`config.mk`:
```
export PLATFORM = sky130hd
export DESIGN_NAME = ewb_bridge
export DESIGN_NICKNAME = d
export VERILOG_FILES = /design/src/rtl/ewb_pkg.sv /design/src/rtl/ewb_decode.sv /design/src/rtl/ewb_tracker.sv /design/src/rtl/ewb_port.sv /design/src/rtl/ewb_merge.sv /design/src/rtl/ewb_bridge.sv
export SDC_FILE = /design/constraint.sdc
export NUM_CORES = 1
export LEC_CHECK = 0
export BUFFER_PORTS_ARGS = -buffer_cell sky130_fd_sc_hd__buf_2
export CORE_AREA = 3 3 98 100
export DETAILED_ROUTE_END_ITERATION = 12
export DIE_AREA = 0 0 101 103
export GPL_TIMING_DRIVEN = 1
export PLACE_DENSITY_LB_ADDON = 0.25
export SETUP_SLACK_MARGIN = 0.1
export SYNTH_ARGS = -nofsm -noshare
export SYNTH_HDL_FRONTEND = slang
export SYNTH_SLANG_ARGS = --single-unit
```
`constraint.sdc`:
```
create_clock -name clk -period 1.7 [get_ports clk]
set_input_delay 0.17 -clock clk [delete_from_list [all_inputs] [get_ports clk]]
set_output_delay 0.17 -clock clk [all_outputs]
set_load 0.02 [all_outputs]
```
`src/rtl/ewb_pkg.sv`:
```
package ewb_pkg;

    // Outstanding-access tracker states.
    typedef enum logic [0:0] {
        TRK_IDLE = 1'b0,
        TRK_WAIT = 1'b1
    } trk_state_e;

    // Bits needed to express (size - 1), never less than one.
    function automatic int addr_bits(input logic [31:0] size);
        if (size <= 32'd2) return 1;
        return $clog2(size);
    endfunction

    // Widest local address over up to eight packed 32-bit sizes.
    function automatic int max_addr_bits(input logic [255:0] sizes, input int n);
        int best;
        best = 1;
        for (int i = 0; i < 8; i++) begin
            if (i < n) begin
                int b;
                b = addr_bits(sizes[i*32 +: 32]);
                if (b > best) best = b;
            end
        end
        return best;
    endfunction

endpackage

```
`src/rtl/ewb_decode.sv`:
```
module ewb_decode #(
    parameter int NWIN = 3,
    parameter int AW   = 8,
    parameter int LAW  = 6,
    parameter logic [NWIN-1:0][31:0] WIN_BASE = {32'h80, 32'h40, 32'h20},
    parameter logic [NWIN-1:0][31:0] WIN_SIZE = {32'd48, 32'd32, 32'd16}
) (
    input  logic                           req_ok,
    input  logic [AW-1:0]                  cpu_addr,
    output logic [NWIN-1:0]                hit,
    output logic                           ext_hit,
    output logic [NWIN-1:0][LAW-1:0]       loc_addr
);

    logic [31:0]    addr32;
    logic [LAW-1:0] addr_low;

    assign addr32   = 32'(cpu_addr);
    assign addr_low = LAW'(cpu_addr);

    for (genvar g = 0; g < NWIN; g++) begin : g_win
        localparam logic [31:0]    BASE = WIN_BASE[g];
        localparam logic [31:0]    LAST = WIN_BASE[g] + WIN_SIZE[g] - 32'd1;
        localparam int             WB   = ewb_pkg::addr_bits(WIN_SIZE[g]);
        localparam logic [LAW-1:0] MASK = LAW'((64'd1 << WB) - 64'd1);

        // Inclusive range compare against the window bounds.
        assign hit[g] = req_ok && (addr32 >= BASE) && (addr32 <= LAST);

        // Bases are aligned to the power-of-two size, so the low bits are the offset.
        assign loc_addr[g] = addr_low & MASK;
    end

    assign ext_hit = |hit;

endmodule

```
`src/rtl/ewb_tracker.sv`:
```
module ewb_tracker
    import ewb_pkg::*;
(
    input  logic clk,
    input  logic rst_n,
    input  logic issue,
    input  logic ack,
    output logic busy
);

    trk_state_e st_q;
    trk_state_e st_nxt;

    // State register.
    always_ff @(posedge clk or negedge rst_n) begin
        if (!rst_n) st_q <= TRK_IDLE;
        else        st_q <= st_nxt;
    end

    // Transitions: IDLE->WAIT on an unacknowledged issue, WAIT->IDLE on any ack.
    always_comb begin
        st_nxt = st_q;
        unique case (st_q)
            TRK_IDLE: if (issue && !ack) st_nxt = TRK_WAIT;
            TRK_WAIT: if (ack)           st_nxt = TRK_IDLE;
        endcase
    end

    // Outputs.
    always_comb begin
        busy = 1'b0;
        unique case (st_q)
            TRK_IDLE: busy = 1'b0;
            TRK_WAIT: busy = 1'b1;
        endcase
    end

endmodule

```
`src/rtl/ewb_port.sv`:
```
module ewb_port #(
    parameter int LAW    = 6,
    parameter int DW     = 16,
    parameter bit RETIME = 1'b0
) (
    input  logic           clk,
    input  logic           rst_n,
    input  logic           sel,
    input  logic           we,
    input  logic [LAW-1:0] la,
    input  logic [DW-1:0]  wd,
    input  logic [DW-1:0]  be,
    output logic           o_req,
    output logic           o_we,
    output logic [LAW-1:0] o_addr,
    output logic [DW-1:0]  o_wd,
    output logic [DW-1:0]  o_be
);

    if (RETIME) begin : g_reg
        always_ff @(posedge clk or negedge rst_n) begin
            if (!rst_n) begin
                o_req  <= 1'b0;
                o_we   <= 1'b0;
                o_addr <= '0;
                o_wd   <= '0;
                o_be   <= '0;
            end else begin
                o_req  <= sel;
                o_we   <= we;
                o_addr <= la;
                o_wd   <= wd;
                o_be   <= be;
            end
        end
    end else begin : g_comb
        logic unused_clk;
        assign unused_clk = clk & rst_n;
        assign o_req  = sel;
        assign o_we   = we;
        assign o_addr = la;
        assign o_wd   = wd;
        assign o_be   = be;
    end

endmodule

```
`src/rtl/ewb_merge.sv`:
```
module ewb_merge #(
    parameter int NWIN = 3,
    parameter int DW   = 16,
    parameter logic [NWIN-1:0][31:0] WIN_RDW = {32'd8, 32'd16, 32'd16}
) (
    input  logic                     loc_rd_done,
    input  logic                     loc_wr_done,
    input  logic [DW-1:0]            loc_rd_data,
    input  logic [NWIN-1:0]          win_rd_ack,
    input  logic [NWIN-1:0]          win_wr_ack,
    input  logic [NWIN-1:0][DW-1:0]  win_rd_data,
    output logic                     cpu_rd_ack,
    output logic                     cpu_wr_ack,
    output logic                     any_ack,
    output logic [DW-1:0]            cpu_rd_data
);

    logic [NWIN:0][DW-1:0] part;

    for (genvar g = 0; g < NWIN; g++) begin : g_part
        localparam int          RW   = int'(WIN_RDW[g]);
        localparam logic [DW-1:0] KEEP = (RW >= DW) ? {DW{1'b1}}
                                                    : DW'((64'd1 << RW) - 64'd1);
        // Each window contributes only under its own read acknowledge.
        assign part[g] = win_rd_ack[g] ? (win_rd_data[g] & KEEP) : '0;
    end

    assign part[NWIN] = loc_rd_done ? loc_rd_data : '0;

    always_comb begin
        cpu_rd_data = '0;
        for (int i = 0; i <= NWIN; i++) cpu_rd_data = cpu_rd_data | part[i];
    end

    assign cpu_rd_ack = loc_rd_done | (|win_rd_ack);
    assign cpu_wr_ack = loc_wr_done | (|win_wr_ack);
    assign any_ack    = (|win_rd_ack) | (|win_wr_ack);

endmodule

```
`src/rtl/ewb_bridge.sv`:
```
module ewb_bridge #(
    parameter int NWIN = 3,
    parameter int AW   = 8,
    parameter int DW   = 16,
    parameter logic [NWIN-1:0][31:0] WIN_BASE = {32'h80, 32'h40, 32'h20},
    parameter logic [NWIN-1:0][31:0] WIN_SIZE = {32'd48, 32'd32, 32'd16},
    parameter logic [NWIN-1:0][31:0] WIN_RDW  = {32'd8, 32'd16, 32'd16},
    parameter bit RETIME = 1'b0,
    localparam int LAW = ewb_pkg::max_addr_bits(256'(WIN_SIZE), NWIN)
) (
    input  logic                 clk,
    input  logic                 rst_n,
    input  logic                 cpu_req,
    input  logic                 cpu_wr,
    input  logic [AW-1:0]        cpu_addr,
    input  logic [DW-1:0]        cpu_wdata,
    input  logic [DW-1:0]        cpu_biten,
    output logic                 cpu_stall_rd,
    output logic                 cpu_stall_wr,
    output logic                 cpu_wr_ack,
    output logic                 cpu_wr_err,
    output logic                 cpu_rd_ack,
    output logic [DW-1:0]        cpu_rd_data,
    output logic                 loc_req,
    input  logic [DW-1:0]        loc_rd_data,
    output logic [NWIN-1:0]      win_req,
    output logic [NWIN-1:0]      win_we,
    output logic [NWIN*LAW-1:0]  win_addr,
    output logic [NWIN*DW-1:0]   win_wdata,
    output logic [NWIN*DW-1:0]   win_biten,
    input  logic [NWIN-1:0]      win_rd_ack,
    input  logic [NWIN*DW-1:0]   win_rd_data,
    input  logic [NWIN-1:0]      win_wr_ack
);

    logic                       pending;
    logic                       req_ok;
    logic [NWIN-1:0]            hit;
    logic                       ext_hit;
    logic [NWIN-1:0][LAW-1:0]   loc_addr;
    logic                       any_ack;
    logic                       loc_rd_done;
    logic                       loc_wr_done;
    logic [NWIN-1:0][DW-1:0]    rd_slices;

    // Both directions stall while an external access is outstanding.
    assign req_ok       = cpu_req & ~pending;
    assign cpu_stall_rd = pending;
    assign cpu_stall_wr = pending;
    assign cpu_wr_err   = 1'b0;

    ewb_decode #(
        .NWIN(NWIN), .AW(AW), .LAW(LAW),
        .WIN_BASE(WIN_BASE), .WIN_SIZE(WIN_SIZE)
    ) u_decode (
        .req_ok   (req_ok),
        .cpu_addr (cpu_addr),
        .hit      (hit),
        .ext_hit  (ext_hit),
        .loc_addr (loc_addr)
    );

    assign loc_req     = req_ok & ~ext_hit;
    assign loc_wr_done = loc_req & cpu_wr;
    assign loc_rd_done = loc_req & ~cpu_wr;

    ewb_tracker u_tracker (
        .clk   (clk),
        .rst_n (rst_n),
        .issue (ext_hit),
        .ack   (any_ack),
        .busy  (pending)
    );

    for (genvar g = 0; g < NWIN; g++) begin : g_port
        ewb_port #(.LAW(LAW), .DW(DW), .RETIME(RETIME)) u_port (
            .clk    (clk),
            .rst_n  (rst_n),
            .sel    (hit[g]),
            .we     (cpu_wr),
            .la     (loc_addr[g]),
            .wd     (cpu_wdata),
            .be     (cpu_biten),
            .o_req  (win_req[g]),
            .o_we   (win_we[g]),
            .o_addr (win_addr[g*LAW +: LAW]),
            .o_wd   (win_wdata[g*DW +: DW]),
            .o_be   (win_biten[g*DW +: DW])
        );
    end

    assign rd_slices = win_rd_data;

    ewb_merge #(.NWIN(NWIN), .DW(DW), .WIN_RDW(WIN_RDW)) u_merge (
        .loc_rd_done (loc_rd_done),
        .loc_wr_done (loc_wr_done),
        .loc_rd_data (loc_rd_data),
        .win_rd_ack  (win_rd_ack),
        .win_wr_ack  (win_wr_ack),
        .win_rd_data (rd_slices),
        .cpu_rd_ack  (cpu_rd_ack),
        .cpu_wr_ack  (cpu_wr_ack),
        .any_ack     (any_ack),
        .cpu_rd_data (cpu_rd_data)
    );

endmodule

```
## Word-level counts from Yosys, hierarchy flattened

Index checks and enable logic that the tools add are counted.
Widths: inputs -> output; s select.

| word-level totals | value |
|---|---|
| word-level logic and storage cells | 40 |
| output and inout bits | 142 |
| bits in registers | 1 |

| cells by class | value |
|---|---|
| muxes and demuxes | 8 |
| bitwise logic cells | 14 |
| reduce and logical (&&, ||, !) cells | 11 |
| order comparisons | 6 |

Operator list:

| cell | count |
|---|---|
| $mux 16 | 3 |
| $or 16x16->16 | 3 |
| $reduce_or 3->1 | 3 |
| $ge 8x6->1 const B | 1 |
| $ge 8x7->1 const B | 1 |
| $ge 8x8->1 const B | 1 |
| $le 8x6->1 const B | 1 |
| $le 8x7->1 const B | 1 |
| $le 8x8->1 const B | 1 |
| $mux 8 | 1 |
| $logic_and 1x1->1 | 7 |
| $and 1x1->1 | 4 |
| $not 1->1 | 4 |
| $pmux 1 s2 | 2 |
| $or 1x1->1 | 3 |
| $mux 1 | 2 |
| $logic_not 1->1 | 1 |

## Logic depth before layout (Yosys ltp)

| logic depth | value |
|---|---|
| depth in word-level cells | 12 |
| depth in mapped cells | 5 |

## By module

A second synthesis with hierarchy kept.

| unflattened totals | value |
|---|---|
| cell total of the unflattened synthesis | 209 |
| area total of the unflattened synthesis | 1545.2 um^2 |

By module, submodules not included:

| module | area an instance (um^2) | instances | seq. area each (um^2) | cells each |
|---|---|---|---|---|
| ewb_port | 300.3 | 3 | 0.0 | 40 |
| ewb_merge | 349.1 | 1 | 0.0 | 52 |
| ewb_decode | 197.7 | 1 | 0.0 | 28 |
| ewb_bridge | 62.6 | 1 | 0.0 | 7 |
| ewb_tracker | 35.0 | 1 | 25.0 | 2 |

## Least setup slack after synthesis

Ideal clock, no wire load.

| timing path | value |
|---|---|
| kind | register to output |
| start point | reg u_tracker.st_q |
| end point | out cpu_wr_ack |
| arrival | 1.571 ns |
| cell stages (with the launch flop) | 4 |
| buffers on the path | 0 |
| path slack | -0.041 ns |
| required time | 1.530 ns |
| cell sequence | dfrtp_1 nand2b_4 nor3_1 a2111o_1 |

| on the way | value |
|---|---|
| longest elaborated chain between the ends | 11 |

RTL lines:

| element | line | text |
|---|---|---|
| start: declaration | ewb_tracker.sv:11 | `trk_state_e st_q;` |
| start signal: assignment | ewb_tracker.sv:17 | `else st_q <= st_nxt;` |
| $not 1->1 | ewb_tracker.sv:32 | `unique case (st_q)` |
| $pmux 1 s2 * | ewb_tracker.sv:32 |  |
| $not 1->1 * | ewb_bridge.sv:47 | `assign req_ok = cpu_req & ~pending;` |
| $and 1x1->1 * | ewb_bridge.sv:47 |  |
| $logic_and 1x1->1 (2 in series) | ewb_decode.sv:28 | `assign hit[g] = req_ok && (addr32 >= BASE) && (addr32 <= LAST);` |
| $reduce_or 3->1 | ewb_decode.sv:34 | `assign ext_hit = \|hit;` |
| $not 1->1 | ewb_bridge.sv:63 | `assign loc_req = req_ok & ~ext_hit;` |
| $and 1x1->1 * | ewb_bridge.sv:63 |  |
| net loc_req | ewb_bridge.sv:24 | `output logic loc_req,` |
| $and 1x1->1 * | ewb_bridge.sv:64 | `assign loc_wr_done = loc_req & cpu_wr;` |
| $or 1x1->1 * | ewb_merge.sv:36 | `assign cpu_wr_ack = loc_wr_done \| (\|win_wr_ack);` |
| end: declaration | ewb_bridge.sv:20 | `output logic cpu_wr_ack,` |

The timed path passes the listed nets; every way through them passes the cells marked *.

## Worst setup path in the final report

| timing path | value |
|---|---|
| start point | in cpu_addr[4] |
| end point | out cpu_rd_data[0] |

| on the way | value |
|---|---|
| longest elaborated chain between the ends | 9 |

RTL lines:

| element | line | text |
|---|---|---|
| start: declaration | ewb_bridge.sv:15 | `input logic [AW-1:0] cpu_addr,` |
| $ge 8x6->1 (tied with other cells) | ewb_decode.sv:28 |  |
| $logic_and 1x1->1 (2 in series) | ewb_decode.sv:28 |  |
| $reduce_or 3->1 * | ewb_decode.sv:34 |  |
| $not 1->1 * | ewb_bridge.sv:63 |  |
| $and 1x1->1 * | ewb_bridge.sv:63 |  |
| $and 1x1->1 * | ewb_bridge.sv:65 | `assign loc_rd_done = loc_req & ~cpu_wr;` |
| $mux 16 * | ewb_merge.sv:28 | `assign part[NWIN] = loc_rd_done ? loc_rd_data : '0;` |
| $or 16x16->16 * | ewb_merge.sv:32 | `for (int i = 0; i <= NWIN; i++) cpu_rd_data = cpu_rd_data \| part[i];` |
| end: declaration | ewb_bridge.sv:23 | `output logic [DW-1:0] cpu_rd_data,` |

Mark *: on every way between the ends. The rest lies on a longest branch, timed or not.

==> flow_summary.toml <==
[outcome]
status = "completed"

[routing]
drt_iter0_drc = 23
ant_nets = 0
wl_um = 3998
dr.pass1.iters = 3
wire_per_inst_um = 14.86
vias_per_cell = 3.796
drc_errors = 0
vias = 1021

[clocking]
clock_latency_ns = 0

[floorplanning]
row_count = 34
coreArea_um2 = 8763
initial_core_util = 0.1592
ioPinCount = 256
die_width_um = 101
chipHeight_um = 103
die-area_um2 = 10400

[synthesis]
ys_ff_latch = 1
synthDistinctLibCells = 22
post-synth-top-area-fraction = 0.6565
syn_area_per_cell_um2 = 7.838
synthFlopType = "dfrtp_1"
synth_edf_count = 0
yosys_warnings = 0
yosysMostFrequentCell = "buf_4"
synthArstFlopShare = 1.000
yosysTopAreaCell = "buf_4"
netlist_instances = 178
synth-seq-area-share = 0.01794
synth_common_cells = "buf_4 (122), a22o_1 (16), a21o_1 (8), a221o_1 (8), clkbuf_1 (5)"
synth_area_leaders = "buf_4 (66%), a22o_1 (10%), a221o_1 (5.7%)"
post_synth_instance_area_um2 = 1395

[final_layout]
reg.largest.list = "u_tracker.st_q: 1 flops"
antenna_cells = 0
fill_cells = 1009
final_core_util = 0.1472
largest_reg_flops = 1
final_layout_size_suffix_gt1_frac = 0.7143
areaGrowthSynthToFinish_pct = -7.533
fin_area_um2 = 1290
nNetsFinal = 277
top_register = "u_tracker.st_q"

[sta]
fmax_ghz = 0.6320
fin_skew_ns = 0
final_max_slew_viol_count = 0
rsz0062_at_grt = "yes"
fin_crit_sh = 0.9307
hold_violations = 0
tns_ns = 0
setup_viol = 0
whs_ns = 0.3400
fin_crit_ns = 1.582

[critical_path]
startpoint = "cpu_addr[4]"
rr_startpoint = "u_tracker.st_q"
worst-setup-path-type = "input pin to output port"
crit_path_start_kind = "input pin"
crit_arrival_ns = 1.41
r2r_end = "u_tracker.st_q"
critPathMaxFanout = 7
reg2reg_depth = 4
cp.required_ns = 1.53
cp-end-kind = "output port"
rrSetupSlack_ns = 0.29

[grt]
track_usage = 0.06225
grt_pass1_vias = 927
antenna_found_initial = 0
overflow = 0
grt_max_degree = 18
grt_pass1_wl_um = 5057

[placement]
dpl.hpwl_um = 3255
io_buffers = 99
routabilityCongestion = 0.6288
place_area_um2 = 1132

[worst_hold_path]
hold_depth = 0
min_path_type = "input pin to output port"
holdPathEnd = "win_biten[45]"
hold_start = "cpu_biten[13]"

[pwr]
leakagePower_uw = 0.0006949
powerDensity_nw_per_um2 = 311.9
vdd_ir_drop_max_v = 0.00006537

[flow_run]
drv_cap = 0
## worst max path at each step
stage	endpoint	slack (ns)
2_1_floorplan	cpu_rd_data[7]	0.05
3_3_place_gp	cpu_rd_data[1]	0.08
3_5_place_dp	cpu_rd_data[1]	0.06
4_1_cts	cpu_rd_data[3]	0.11
5_1_grt	cpu_rd_data[2]	0.07
6_report	cpu_rd_data[0]	0.12
## per-stage QoR
step | worst slack, ns | power (µW) | cells
finish | 0.1178 | 402.3 | 269
global route | 0.06968 | 430.0 | 269
CTS | 0.1134 | 398.3 | 267
detailed placement | 0.06393 | 355.1 | 263
global placement | 0.08056 | 353.2 | 263
floorplan | 0.04635 | 588.1 | 181
## repair_timing
action                                  CTS  global route
hold endpoints to repair                  1             0
endpoints found under the setup margin    8            10
pin swaps                                 6             3
gates cloned                              1             0
hold buffers                              1             0
gates resized for setup                  16             5
buffers inserted                          2             2
## cell usage in the layout, fill, tap and decap left out, drive strengths merged, types with 3 or more instances in the layout
cell    Yosys  final
a221o       8      8
a21o        8      8
conb        1      4
a22o       16     16
buf       123    106
nor4        3      3
nand2b      3      3
## worst max-delay path: stages
cell and delay (ns):
buf_8 0.10, nand2b_4 0.14, a21oi_4 0.18, nor4_4 0.07, buf_4 0.15, buf_12 0.13
a221o_1 0.32, buf_6 0.14
## cell type report
class	count	area (µm²)	share of cell area
tap	108	135.1	0.1048
timing repair buffer	108	659.4	0.5112
multi-input combinational	51	465.4	0.3608
inverter	1	3.754	0.002910
sequential	1	26.28	0.02037
## cells by family after synthesis
logic type | Yosys count | synth area share
buf+inv | 129 | 0.6807
flops | 1 | 0.01793
compound gates | 36 | 0.2296
other cells | 1 | 0.002688
simple gates | 11 | 0.06906
## power breakdown
group	total [µW]	leakage, µW	internal [µW]	switching (µW)
combinational	378	0.000683	192	186
sequential	24.4	0.0000123	24.3	0.0764
clock	0	0	0	0
## metal layers
metal	global-route usage	vias up	routed length [µm]
met4	0.04090	0	242
met5	0	-	0
met1	0.05493	443	1134
li1	-	454	-
met2	0.1180	88	1917
met3	0.02300	36	704
Power figures use the tool's default switching activity.
